[src/rtl/spi_reg_pkg.sv]
package spi_reg_pkg;

    typedef enum logic [1:0] {
        ACC_FIFO = 2'd0,
        ACC_REG  = 2'd1,
        ACC_REV  = 2'd2,
        ACC_NONE = 2'd3
    } acc_e;

    // Address class: 0 is the queue window, the top entry is the revision code.
    function automatic acc_e classify(input int unsigned addr, input int unsigned nregs);
        if (addr == 0)              return ACC_FIFO;
        else if (addr < nregs - 1)  return ACC_REG;
        else if (addr == nregs - 1) return ACC_REV;
        else                        return ACC_NONE;
    endfunction

endpackage

[src/rtl/spi_sync.sv]
module spi_sync #(
    parameter int unsigned     W       = 1,
    parameter logic [W-1:0]    RST_VAL = '0
) (
    input  logic         clk,
    input  logic         rst_n,
    input  logic [W-1:0] din,
    output logic [W-1:0] dout
);
    logic [1:0][W-1:0] st_d, st_q;

    always_comb begin
        st_d = {st_q[0], din};
    end

    always_ff @(posedge clk or negedge rst_n) begin
        if (!rst_n) st_q <= {RST_VAL, RST_VAL};
        else        st_q <= st_d;
    end

    assign dout = st_q[1];
endmodule

[src/rtl/spi_frame.sv]
module spi_frame #(
    parameter int unsigned DATA_W = 8,
    parameter int unsigned ADDR_W = 7
) (
    input  logic              clk,
    input  logic              rst_n,
    input  logic              sclk_s,
    input  logic              cs_n_s,
    input  logic              mosi_s,
    input  logic [DATA_W-1:0] rd_data,
    output logic [ADDR_W-1:0] rd_addr,
    output logic              done,
    output logic              done_wr,
    output logic [ADDR_W-1:0] done_addr,
    output logic [DATA_W-1:0] done_data,
    output logic              miso,
    output logic              miso_oe
);
    localparam int unsigned FRAME_W = 1 + ADDR_W + DATA_W;
    localparam int unsigned CMD_W   = 1 + ADDR_W;
    localparam int unsigned CNT_W   = $clog2(FRAME_W + 1);
    localparam logic [CNT_W-1:0] LAST    = CNT_W'(FRAME_W);
    localparam logic [CNT_W-1:0] CMD_END = CNT_W'(CMD_W);

    typedef struct packed {
        logic               sclk_prev;
        logic [CNT_W-1:0]   cnt;
        logic [FRAME_W-1:0] shift;
        logic [DATA_W-1:0]  out;
        logic               miso;
        logic               done;
    } state_t;

    state_t d, q;
    logic   rise, fall;

    assign rise    = sclk_s & ~q.sclk_prev;
    assign fall    = ~sclk_s & q.sclk_prev;
    // Address as it will stand once the current bit is shifted in.
    assign rd_addr = {q.shift[ADDR_W-2:0], mosi_s};

    always_comb begin
        d           = q;
        d.done      = 1'b0;
        d.sclk_prev = sclk_s;
        if (cs_n_s) begin
            d.cnt  = '0;
            d.miso = 1'b0;
        end else begin
            if (rise && (q.cnt < LAST)) begin
                d.shift = {q.shift[FRAME_W-2:0], mosi_s};
                d.cnt   = q.cnt + 1'b1;
                if (d.cnt == CMD_END) d.out  = rd_data;
                if (d.cnt == LAST)    d.done = 1'b1;
            end
            if (fall) begin
                if ((q.cnt >= CMD_END) && (q.cnt < LAST)) begin
                    d.miso = q.out[DATA_W-1];
                    d.out  = {q.out[DATA_W-2:0], 1'b0};
                end else begin
                    d.miso = 1'b0;
                end
            end
        end
    end

    always_ff @(posedge clk or negedge rst_n) begin
        if (!rst_n) q <= '0;
        else        q <= d;
    end

    assign done      = q.done;
    assign done_wr   = q.shift[FRAME_W-1];
    assign done_addr = q.shift[FRAME_W-2 -: ADDR_W];
    assign done_data = q.shift[DATA_W-1:0];
    assign miso      = q.miso;
    assign miso_oe   = ~cs_n_s;
endmodule

[src/rtl/spi_reg_bank.sv]
module spi_reg_bank
    import spi_reg_pkg::*;
#(
    parameter int unsigned       DATA_W   = 8,
    parameter int unsigned       ADDR_W   = 7,
    parameter int unsigned       NUM_REGS = 32,
    parameter logic [DATA_W-1:0] REV_ID   = 8'hA1
) (
    input  logic                               clk,
    input  logic                               rst_n,
    input  logic [ADDR_W-1:0]                  rd_addr,
    input  logic [DATA_W-1:0]                  rx_data,
    output logic [DATA_W-1:0]                  rd_data,
    input  logic                               commit,
    input  logic                               commit_wr,
    input  logic [ADDR_W-1:0]                  commit_addr,
    input  logic [DATA_W-1:0]                  commit_data,
    output logic [(NUM_REGS-2)*DATA_W-1:0]     regs_o,
    output logic                               rx_pop,
    output logic                               tx_push,
    output logic [DATA_W-1:0]                  tx_data
);
    localparam int unsigned NSTORE = NUM_REGS - 2;

    typedef struct packed {
        logic [NSTORE-1:0][DATA_W-1:0] regs;
        logic                          pop;
        logic                          push;
        logic [DATA_W-1:0]             txd;
    } state_t;

    state_t d, q;
    acc_e   rd_cls, wr_cls;

    assign rd_cls = classify(32'(rd_addr), NUM_REGS);
    assign wr_cls = classify(32'(commit_addr), NUM_REGS);

    always_comb begin
        rd_data = '0;
        case (rd_cls)
            ACC_FIFO: rd_data = rx_data;
            ACC_REV:  rd_data = REV_ID;
            ACC_REG: begin
                for (int i = 0; i < int'(NSTORE); i++) begin
                    if (rd_addr == ADDR_W'(i + 1)) rd_data = q.regs[i];
                end
            end
            default:  rd_data = '0;
        endcase
    end

    always_comb begin
        d      = q;
        d.pop  = 1'b0;
        d.push = 1'b0;
        if (commit) begin
            case (wr_cls)
                ACC_FIFO: begin
                    if (commit_wr) begin
                        d.push = 1'b1;
                        d.txd  = commit_data;
                    end else begin
                        d.pop  = 1'b1;
                    end
                end
                ACC_REG: begin
                    if (commit_wr) begin
                        for (int i = 0; i < int'(NSTORE); i++) begin
                            if (commit_addr == ADDR_W'(i + 1)) d.regs[i] = commit_data;
                        end
                    end
                end
                default: ;
            endcase
        end
    end

    always_ff @(posedge clk or negedge rst_n) begin
        if (!rst_n) q <= '0;
        else        q <= d;
    end

    assign regs_o  = q.regs;
    assign rx_pop  = q.pop;
    assign tx_push = q.push;
    assign tx_data = q.txd;
endmodule

[src/rtl/spi_reg_slave.sv]
module spi_reg_slave #(
    parameter int unsigned       DATA_W   = 8,
    parameter int unsigned       ADDR_W   = 7,
    parameter int unsigned       NUM_REGS = 32,
    parameter logic [DATA_W-1:0] REV_ID   = 8'hA1
) (
    input  logic                           clk,
    input  logic                           rst_n,
    input  logic                           sclk,
    input  logic                           cs_n,
    input  logic                           mosi,
    output logic                           miso,
    output logic                           miso_oe,
    input  logic [DATA_W-1:0]              rx_data,
    output logic                           rx_pop,
    output logic                           tx_push,
    output logic [DATA_W-1:0]              tx_data,
    output logic [(NUM_REGS-2)*DATA_W-1:0] regs_o
);
    logic              sclk_s, cs_n_s, mosi_s;
    logic [ADDR_W-1:0] rd_addr;
    logic [DATA_W-1:0] rd_data;
    logic              frm_done, frm_wr;
    logic [ADDR_W-1:0] frm_addr;
    logic [DATA_W-1:0] frm_data;

    spi_sync #(.W(3), .RST_VAL(3'b010)) u_sync (
        .clk  (clk),
        .rst_n(rst_n),
        .din  ({sclk, cs_n, mosi}),
        .dout ({sclk_s, cs_n_s, mosi_s})
    );

    spi_frame #(.DATA_W(DATA_W), .ADDR_W(ADDR_W)) u_frame (
        .clk      (clk),
        .rst_n    (rst_n),
        .sclk_s   (sclk_s),
        .cs_n_s   (cs_n_s),
        .mosi_s   (mosi_s),
        .rd_data  (rd_data),
        .rd_addr  (rd_addr),
        .done     (frm_done),
        .done_wr  (frm_wr),
        .done_addr(frm_addr),
        .done_data(frm_data),
        .miso     (miso),
        .miso_oe  (miso_oe)
    );

    spi_reg_bank #(
        .DATA_W(DATA_W), .ADDR_W(ADDR_W), .NUM_REGS(NUM_REGS), .REV_ID(REV_ID)
    ) u_bank (
        .clk        (clk),
        .rst_n      (rst_n),
        .rd_addr    (rd_addr),
        .rx_data    (rx_data),
        .rd_data    (rd_data),
        .commit     (frm_done),
        .commit_wr  (frm_wr),
        .commit_addr(frm_addr),
        .commit_data(frm_data),
        .regs_o     (regs_o),
        .rx_pop     (rx_pop),
        .tx_push    (tx_push),
        .tx_data    (tx_data)
    );
endmodule

[config.mk]
export PLATFORM = sky130hd
export DESIGN_NAME = spi_reg_slave
export DESIGN_NICKNAME = d
export VERILOG_FILES = /design/src/rtl/spi_reg_pkg.sv /design/src/rtl/spi_sync.sv /design/src/rtl/spi_frame.sv /design/src/rtl/spi_reg_bank.sv /design/src/rtl/spi_reg_slave.sv
export SDC_FILE = /design/constraint.sdc
export NUM_CORES = 1
export LEC_CHECK = 0
export BUFFER_PORTS_ARGS = -buffer_cell sky130_fd_sc_hd__buf_4
export CAP_MARGIN = 20
export CORE_AREA = 3 3 206 208
export CTS_CLUSTER_DIAMETER = 200
export DETAILED_ROUTE_END_ITERATION = 8
export DIE_AREA = 0 0 209 211
export GPL_TIMING_DRIVEN = 0
export PLACE_DENSITY_LB_ADDON = 0.25
export SETUP_SLACK_MARGIN = 0.05
export SYNTH_ARGS = -nofsm -noshare
export SYNTH_HDL_FRONTEND = slang
export SYNTH_SLANG_ARGS = --single-unit
[constraint.sdc]
create_clock -name clk -period 2.2 [get_ports clk]
set_clock_uncertainty 0.05 [all_clocks]
set_input_delay 0.22 -clock clk [delete_from_list [all_inputs] [get_ports clk]]
set_output_delay 0.22 -clock clk [all_outputs]
set_load 0.02 [all_outputs]
==> flow_summary_export.csv, run 1 <==
group,metric,value,unit
status,status,"finished, violations left",
status,violations,"negative setup slack",
yosys,synth-edff-count,0,
power_and_ir_drop,total_power,15.8,mW
final_layout,stdcell_area,20400,sq um
detailed_routing,wl_per_cell,32.7,um
timing,tns,-2.14,ns
cts,h-tree-depth,2,
timing,final_max_slew_viol_count,0,
power_and_ir_drop,leakage,9.63,nW
final_layout,final_cells,2171,
hold_path,min_path_type,"in2reg",
critical_path,slowest_delay,0.46,ns
place,place_congestion,1.01,
floorplan,core,40700,sq um
timing,fin_crit_sh,117,%
global_routing,grt_pass1_vias,13100,
critical_path,startpoint,"u_sync.dout[0]",
yosys,netlist_area,14200,sq um
yosys,yosysTopAreaCell,"dfrtp_1",
timing,holdWs,0.0342,ns
run,drv_cap,0,
final_layout,nets,1629,
place,dp_hpwl,50900,um
timing,setup_viol,13,
floorplan,fp-row-count,74,
global_routing,busiest_layer,"met2",
yosys,syn_avg_cell_area,11.6,sq um
detailed_routing,first_iter_violations,1171,
yosys,synth_cell_types,82,
critical_path,endpoint,"u_frame.q[6]",
cts,numCtsBuffers,34,
global_routing,grt_pass1_wl,98600,um
timing,rsz0062_at_grt,"true",
global_routing,antenna_found_initial,2,
yosys,synthTopCellsByCount,"dfrtp_1, mux2_2, o21ai_0",
critical_path,rr_endpoint,"u_frame.q[6]",
place,placedInstanceArea,16900,sq um
global_routing,grtUsageMet2,49.3,%
yosys,syn_nets,1243,
timing,hold_viol,0,
cts,cts_num_sinks,288,
critical_path,crit_path_start_kind,"flip-flop",
final_layout,syn_to_final_growth,43.8,%
cts,cts_tree,"done",
yosys,syn_inst,1227,
yosys,synthTopCellsByArea,"dfrtp_1, mux2_2, o21ai_0, mux2i_1, nand2_1",
detailed_routing,final_antenna_net_count,0,
critical_path,critPathKind,"reg2reg",
critical_path,crit_chain,"buf_8 > bufbuf_16 > buf_12 > mux2_2 > a31oi_2 > a22oi_1 > a211oi_2 > o211ai_1",
place,dp_cells,2026,
critical_path,arrival,2.94,ns
cts,clk_latency,0.55,ns
global_routing,grt-ovfl-total,0,
detailed_routing,drc_errors,0,
critical_path,crit_slowest_cell,"a211oi_2",
detailed_routing,vias,12900,
yosys,yosysWarnings,0,
detailed_routing,drtPass1Iterations,5,
yosys,ys_seq_elements,288,
floorplan,start_util,34.9,%
place,io_buffers,264,
global_routing,grt_max_degree,119,
global_routing,met1_usage,41.9,%
global_routing,gr-usage-all-layers,31.2,%
floorplan,dieArea,44100,sq um
critical_path,reg2regPathDepth,8,
timing,relSlewSlack,20.3,%
floorplan,dieHeight,211,um
critical_path,critPathBufInv,3,
final_layout,drive_above_1_share,54.3,%
yosys,post-synth-top-count-cell,"dfrtp_1",
power_and_ir_drop,irDropWorstVdd,0.485,mV
global_routing,grtUsageMet3,5.81,%
cts,root_buffer,"clkbuf_16",
timing,finalWorstSetupSlack,-0.377,ns
detailed_routing,routed_via_density,5.96,
cts,cts_buffer_depth,3,
timing,finalCriticalPeriod,2.58,ns
cts,clkTransAtPathRegs,0.06,ns
critical_path,cp.required,2.56,ns
floorplan,dieWidth,209,um
power_and_ir_drop,power_density,774,nW/um^2
detailed_routing,finalWirelength,71100,um
critical_path,worst-path-stages,8,
critical_path,crit_fanout,10,
timing,clock.fmax,388,MHz
critical_path,r2r_slack,-0.38,ns
yosys,yosysSeqAreaShare,50.7,%
floorplan,io_pins,265,
critical_path,cpLargestDelayFamily,"compound AO/OA/AOI/OAI gates",
critical_path,end_kind,"flip-flop",
yosys,synth_top_cell_area_share,50.3,%
timing,worst_pin_slew,1.20,ns
critical_path,r2r_start,"u_sync.dout[0]",
yosys,synth_flop_cell,"dfrtp_1",
yosys,synthArstFlopShare,100,%
worst min path at each step:
stage                    start          endpoint  slack (ns)  cells after the start
floorplan                rst_n  u_bank.regs_o[0]       -0.13                      0
global placement          mosi    u_sync.st_d[3]        0.28                      1
detailed placement       rst_n     u_frame.q[28]        0.13                      1
CTS                 rx_data[5]      u_frame.q[7]        0.01                      5
global route        rx_data[5]      u_frame.q[7]        0.04                      5
finish              rx_data[5]      u_frame.q[7]        0.03                      5
per-stage QoR:
step / util [%] / setup WS [ns]
finish: 50.2 / -0.377
global route: 50.2 / -0.325
CTS: 48.6 / -0.253
detailed placement: 41.6 / -1.19
global placement: 41.4 / -1.72
floorplan: - / 0.200
cell usage in the layout (no fill, tap or decap), types with 7 or more instances in the layout:
| cell type | netlist | routed |
|---|---|---|
| inv_1 | 11 | 10 |
| nand2_2 | 1 | 12 |
| buf_6 | 1 | 23 |
| o22ai_1 | 13 | 11 |
| nand2b_1 | 13 | 10 |
| nor2_1 | 50 | 36 |
| dfrtp_2 | 0 | 11 |
| mux2_4 | 0 | 35 |
| buf_12 | 0 | 25 |
| a31oi_1 | 18 | 15 |
| nand2_1 | 71 | 55 |
| buf_2 | 33 | 8 |
| nand4_1 | 11 | 11 |
| a22oi_1 | 12 | 9 |
| nor2_4 | 1 | 27 |
| clkbuf_4 | 0 | 10 |
| clkbuf_2 | 0 | 13 |
| clkbuf_16 | 0 | 37 |
| o211ai_1 | 10 | 10 |
| a21oi_1 | 22 | 19 |
| dfrtp_1 | 286 | 275 |
| nor2b_1 | 13 | 9 |
| o21ai_0 | 77 | 64 |
| mux2i_1 | 30 | 22 |
| nor3_1 | 20 | 14 |
| nand3_1 | 41 | 37 |
| nor2_2 | 19 | 7 |
| o21ai_1 | 3 | 13 |
| clkbuf_1 | 50 | 29 |
| buf_4 | 10 | 327 |
| mux2_2 | 253 | 218 |
| clkbuf_8 | 0 | 11 |
layer usage:
| metal | vias up | wire length [um] |
|---|---|---|
| met3 | 153 | 5610 |
| li1 | 5338 | - |
| met2 | 662 | 33100 |
| met5 | - | 0 |
| met1 | 6783 | 29100 |
| met4 | 0 | 3190 |
where the power goes:
group          internal [mW]  leakage, nW  switching [mW]
clock                   3.92        0.602            2.30
combinational           1.20         5.07            2.92
sequential              5.36         3.96           0.117
total                   10.5         9.63            5.34
worst min-delay path, cell delays in order:
cell      delay [ns]
buf_4           0.08
nand2_1         0.04
o21ai_0         0.07
a222oi_1        0.09
o21ai_1         0.08
cells by family (layout without fill, tap and decap cells):
logic type / Yosys count / after routing / synth area share, %
muxes: 288 / 288 / 22.9
AOI/OAI and AO/OA: 241 / 241 / 11.4
adders and majority gates: 3 / 3 / 0.264
xor gates and xnor gates: 3 / 3 / 0.185
and+or+nand+nor: 295 / 295 / 11.1
DFF: 288 / 288 / 50.7
other: 0 / 2 / 0
buffers and inverters: 109 / 519 / 3.48
sequential cells by signal (all words and copies together), names as in the netlist:
signal / count
u_sync.st_d: 3
u_bank.regs_o: 240
u_frame.done_data: 8
u_frame.miso: 1
u_frame.q: 14
u_frame.done_addr: 7
u_frame.done_wr: 1
u_bank.tx_data: 8
u_bank.tx_push: 1
u_bank.rx_pop: 1
u_sync.dout: 3
u_frame.done: 1
area by class of cell:
cell class	instances	area [sq um]
Timing Repair Buffer	353	3040
Tap cell	532	666
Clock inverter	7	164
Buffer	94	777
Inverter	12	50.0
Clock buffer	53	1070
Sequential cell	288	7220
Antenna cell	2	5.00
Fill cell	3699	20300
Multi-Input combinational cell	830	7450
what timing repair did:
action / CTS / global route
hold buffers: 5 / 0
gates cloned: 2 / 1
setup endpoints to repair: 255 / 200
setup buffers: 59 / 19
pin swaps: 40 / 32
hold endpoints to repair: 56 / 0
resized for setup: 239 / 136
Note: power is estimated with default switching activity, not from simulation.
==> run 2: changes to the inputs <==
--- a/config.mk
+++ b/config.mk
@@ -7,10 +7,10 @@
 export LEC_CHECK = 0
 export BUFFER_PORTS_ARGS = -buffer_cell sky130_fd_sc_hd__buf_4
 export CAP_MARGIN = 20
-export CORE_AREA = 3 3 206 208
+export CORE_AREA = 3 3 226 228
 export CTS_CLUSTER_DIAMETER = 200
 export DETAILED_ROUTE_END_ITERATION = 8
-export DIE_AREA = 0 0 209 211
+export DIE_AREA = 0 0 229 231
 export GPL_TIMING_DRIVEN = 0
 export PLACE_DENSITY_LB_ADDON = 0.25
 export SETUP_SLACK_MARGIN = 0.05
==> flow_summary_export.csv, run 2 (same netlist as run 1, synthesis figures left out) <==
group,metric,value,unit
global_routing,antenna_found_initial,3,
cts,root_buffer,"clkbuf_16",
global_routing,grt_max_degree,123,
critical_path,arrival,2.83,ns
critical_path,r2r_slack,-0.25,ns
floorplan,core,49100,sq um
hold_path,min_path_type,"in2reg",
floorplan,dieArea,52900,sq um
cts,clk_latency,0.56,ns
cts,cts_buffer_depth,3,
critical_path,crit_fanout,6,
timing,worst_pin_slew,1.11,ns
hold_path,min_to,"u_frame.q[2]",
timing,finalWorstSetupSlack,-0.249,ns
final_layout,drive_above_1_share,55.4,%
final_layout,largest_reg_flops,240,
power_and_ir_drop,leakage,9.70,nW
cts,cts_num_sinks,288,
global_routing,grt_pass1_vias,13000,
status,violations,"negative setup slack",
floorplan,dieWidth,229,um
floorplan,fp-row-count,81,
detailed_routing,wl_met2,34600,um
critical_path,end_kind,"flip-flop",
final_layout,syn_to_final_growth,46.4,%
timing,finalCriticalPeriod,2.45,ns
place,dp_hpwl,54000,um
global_routing,grt-ovfl-total,0,
final_layout,nFillCells,4773,
critical_path,r2r_start,"u_frame.done_data[3]",
power_and_ir_drop,irDropWorstVdd,0.482,mV
timing,rsz0062_at_grt,"true",
detailed_routing,first_iter_violations,1161,
status,status,"finished, violations left",
detailed_routing,met3_wirelength,4700,um
cts,h-tree-depth,2,
cts,clkTransAtPathRegs,0.06,ns
detailed_routing,wl_per_cell,32.2,um
final_layout,multi_input_area,7580,sq um
detailed_routing,vias,12900,
timing,setup_viol,56,
final_layout,fin_util,42.4,%
hold_path,hold-path-cell-count,5,
timing,tns,-2.70,ns
critical_path,crit_path_start_kind,"flip-flop",
run,drv_cap,0,
final_layout,mostFrequentLayoutCell,"buf_4",
final_layout,register_area,7220,sq um
timing,relSlewSlack,26.2,%
detailed_routing,met1_length,32000,um
critical_path,cp.required,2.58,ns
global_routing,grt_pass1_wl,103000,um
timing,hold_viol,0,
critical_path,rr_endpoint,"u_frame.q[5]",
global_routing,gr-usage-all-layers,27.4,%
detailed_routing,drtPass1Iterations,7,
timing,final_max_slew_viol_count,0,
timing,clock.fmax,408,MHz
timing,fin_crit_sh,111,%
floorplan,io_pins,265,
power_and_ir_drop,power_density,761,nW/um^2
critical_path,critPathKind,"reg2reg",
floorplan,start_util,29.0,%
hold_path,min_from,"rx_data[0]",
detailed_routing,finalWirelength,74800,um
floorplan,dieHeight,231,um
place,place_congestion,1.01,
detailed_routing,drc_errors,0,
final_layout,nets,1645,
detailed_routing,routed_via_density,5.55,
place,io_buffers,264,
detailed_routing,final_antenna_net_count,0,
cts,numCtsBuffers,35,
detailed_routing,top_layer,"met5",
final_layout,layout_common_cells,"buf_4, dfrtp_1, mux2_2",
cts,cts_tree,"done",
critical_path,reg2regPathDepth,8,
run 2: changes by cell type in the layout (fill, tap and decap cells not counted), moves of 4 or more:
cell	change
buf_4	+10
buf_12	+4
clkinv_2	+6
nand2_2	+5
clkbuf_2	+5
mux2_2	-9
mux2i_2	-4
o21ai_1	-6
mux2_4	+9
run 2: metrics by stage:
step           power [mW]  setup WS (ns)  area (sq um)  hold slack, ns  std cells
2_1_floorplan        7.01          0.200         14200          -0.126       1227
3_3_place_gp         8.71          -1.81         17000           0.281       2155
3_5_place_dp         8.72          -1.16         17100           0.150       2158
4_1_cts              15.4         -0.256         20000           0.107       2291
5_1_grt              16.2         -0.287         20800           0.153       2320
6_report             15.8         -0.249         20800           0.132       2321
run 2: worst max-delay path by stage:
stage	from	to	slack (ns)	depth (start not counted)
finish	u_frame.done_data[3]	u_frame.q[5]	-0.25	8
global placement	rst_n	u_bank.regs_o[16]	-1.81	1
CTS	u_sync.dout[0]	u_frame.q[7]	-0.26	8
detailed placement	u_sync.dout[0]	u_frame.q[6]	-1.16	10
global route	u_frame.done_data[5]	u_frame.q[8]	-0.29	8
floorplan	u_frame.done_data[4]	u_frame.q[4]	0.20	6
run 2: area by class of cell:
type,instances,share of cell area [%]
Antenna cell,1,0.0120
Clock buffer,51,4.78
Multi-Input combinational cell,830,36.4
Sequential cell,288,34.7
Inverter,12,0.228
Tap cell,664,3.99
Timing Repair Buffer,368,15.1
Clock inverter,13,0.619
Buffer,94,4.18
run 2: per-layer routing:
| layer | vias to the layer above | global-route usage (%) |
|---|---|---|
| met5 | - | 0 |
| met4 | 2 | 11.4 |
| met3 | 161 | 4.55 |
| met2 | 601 | 44.2 |
| met1 | 6734 | 36.6 |
| li1 | 5386 | - |
run 2: power breakdown:
part | switching [mW] | internal [mW] | leakage (nW)
clock | 2.42 | 3.40 | 0.556
combinational | 3.09 | 1.46 | 5.18
sequential | 0.107 | 5.36 | 3.96
run 2: timing repair:
action / CTS / global route
cloned: 1 / 0
pin swaps: 43 / 43
buffers inserted: 65 / 29
hold endpoints to repair: 58 / 0
setup endpoints to repair: 266 / 110
hold buffers: 6 / 0
resized for setup: 272 / 139
run 2: worst max-delay path, stage by stage (launching register included):
cell and delay (ns):
dfrtp_2 0.46, or3b_4 0.29, buf_12 0.13, nor3_4 0.05, buf_6 0.12, a221o_1 0.37
a221oi_2 0.31, nand4_1 0.25, a31o_2 0.30
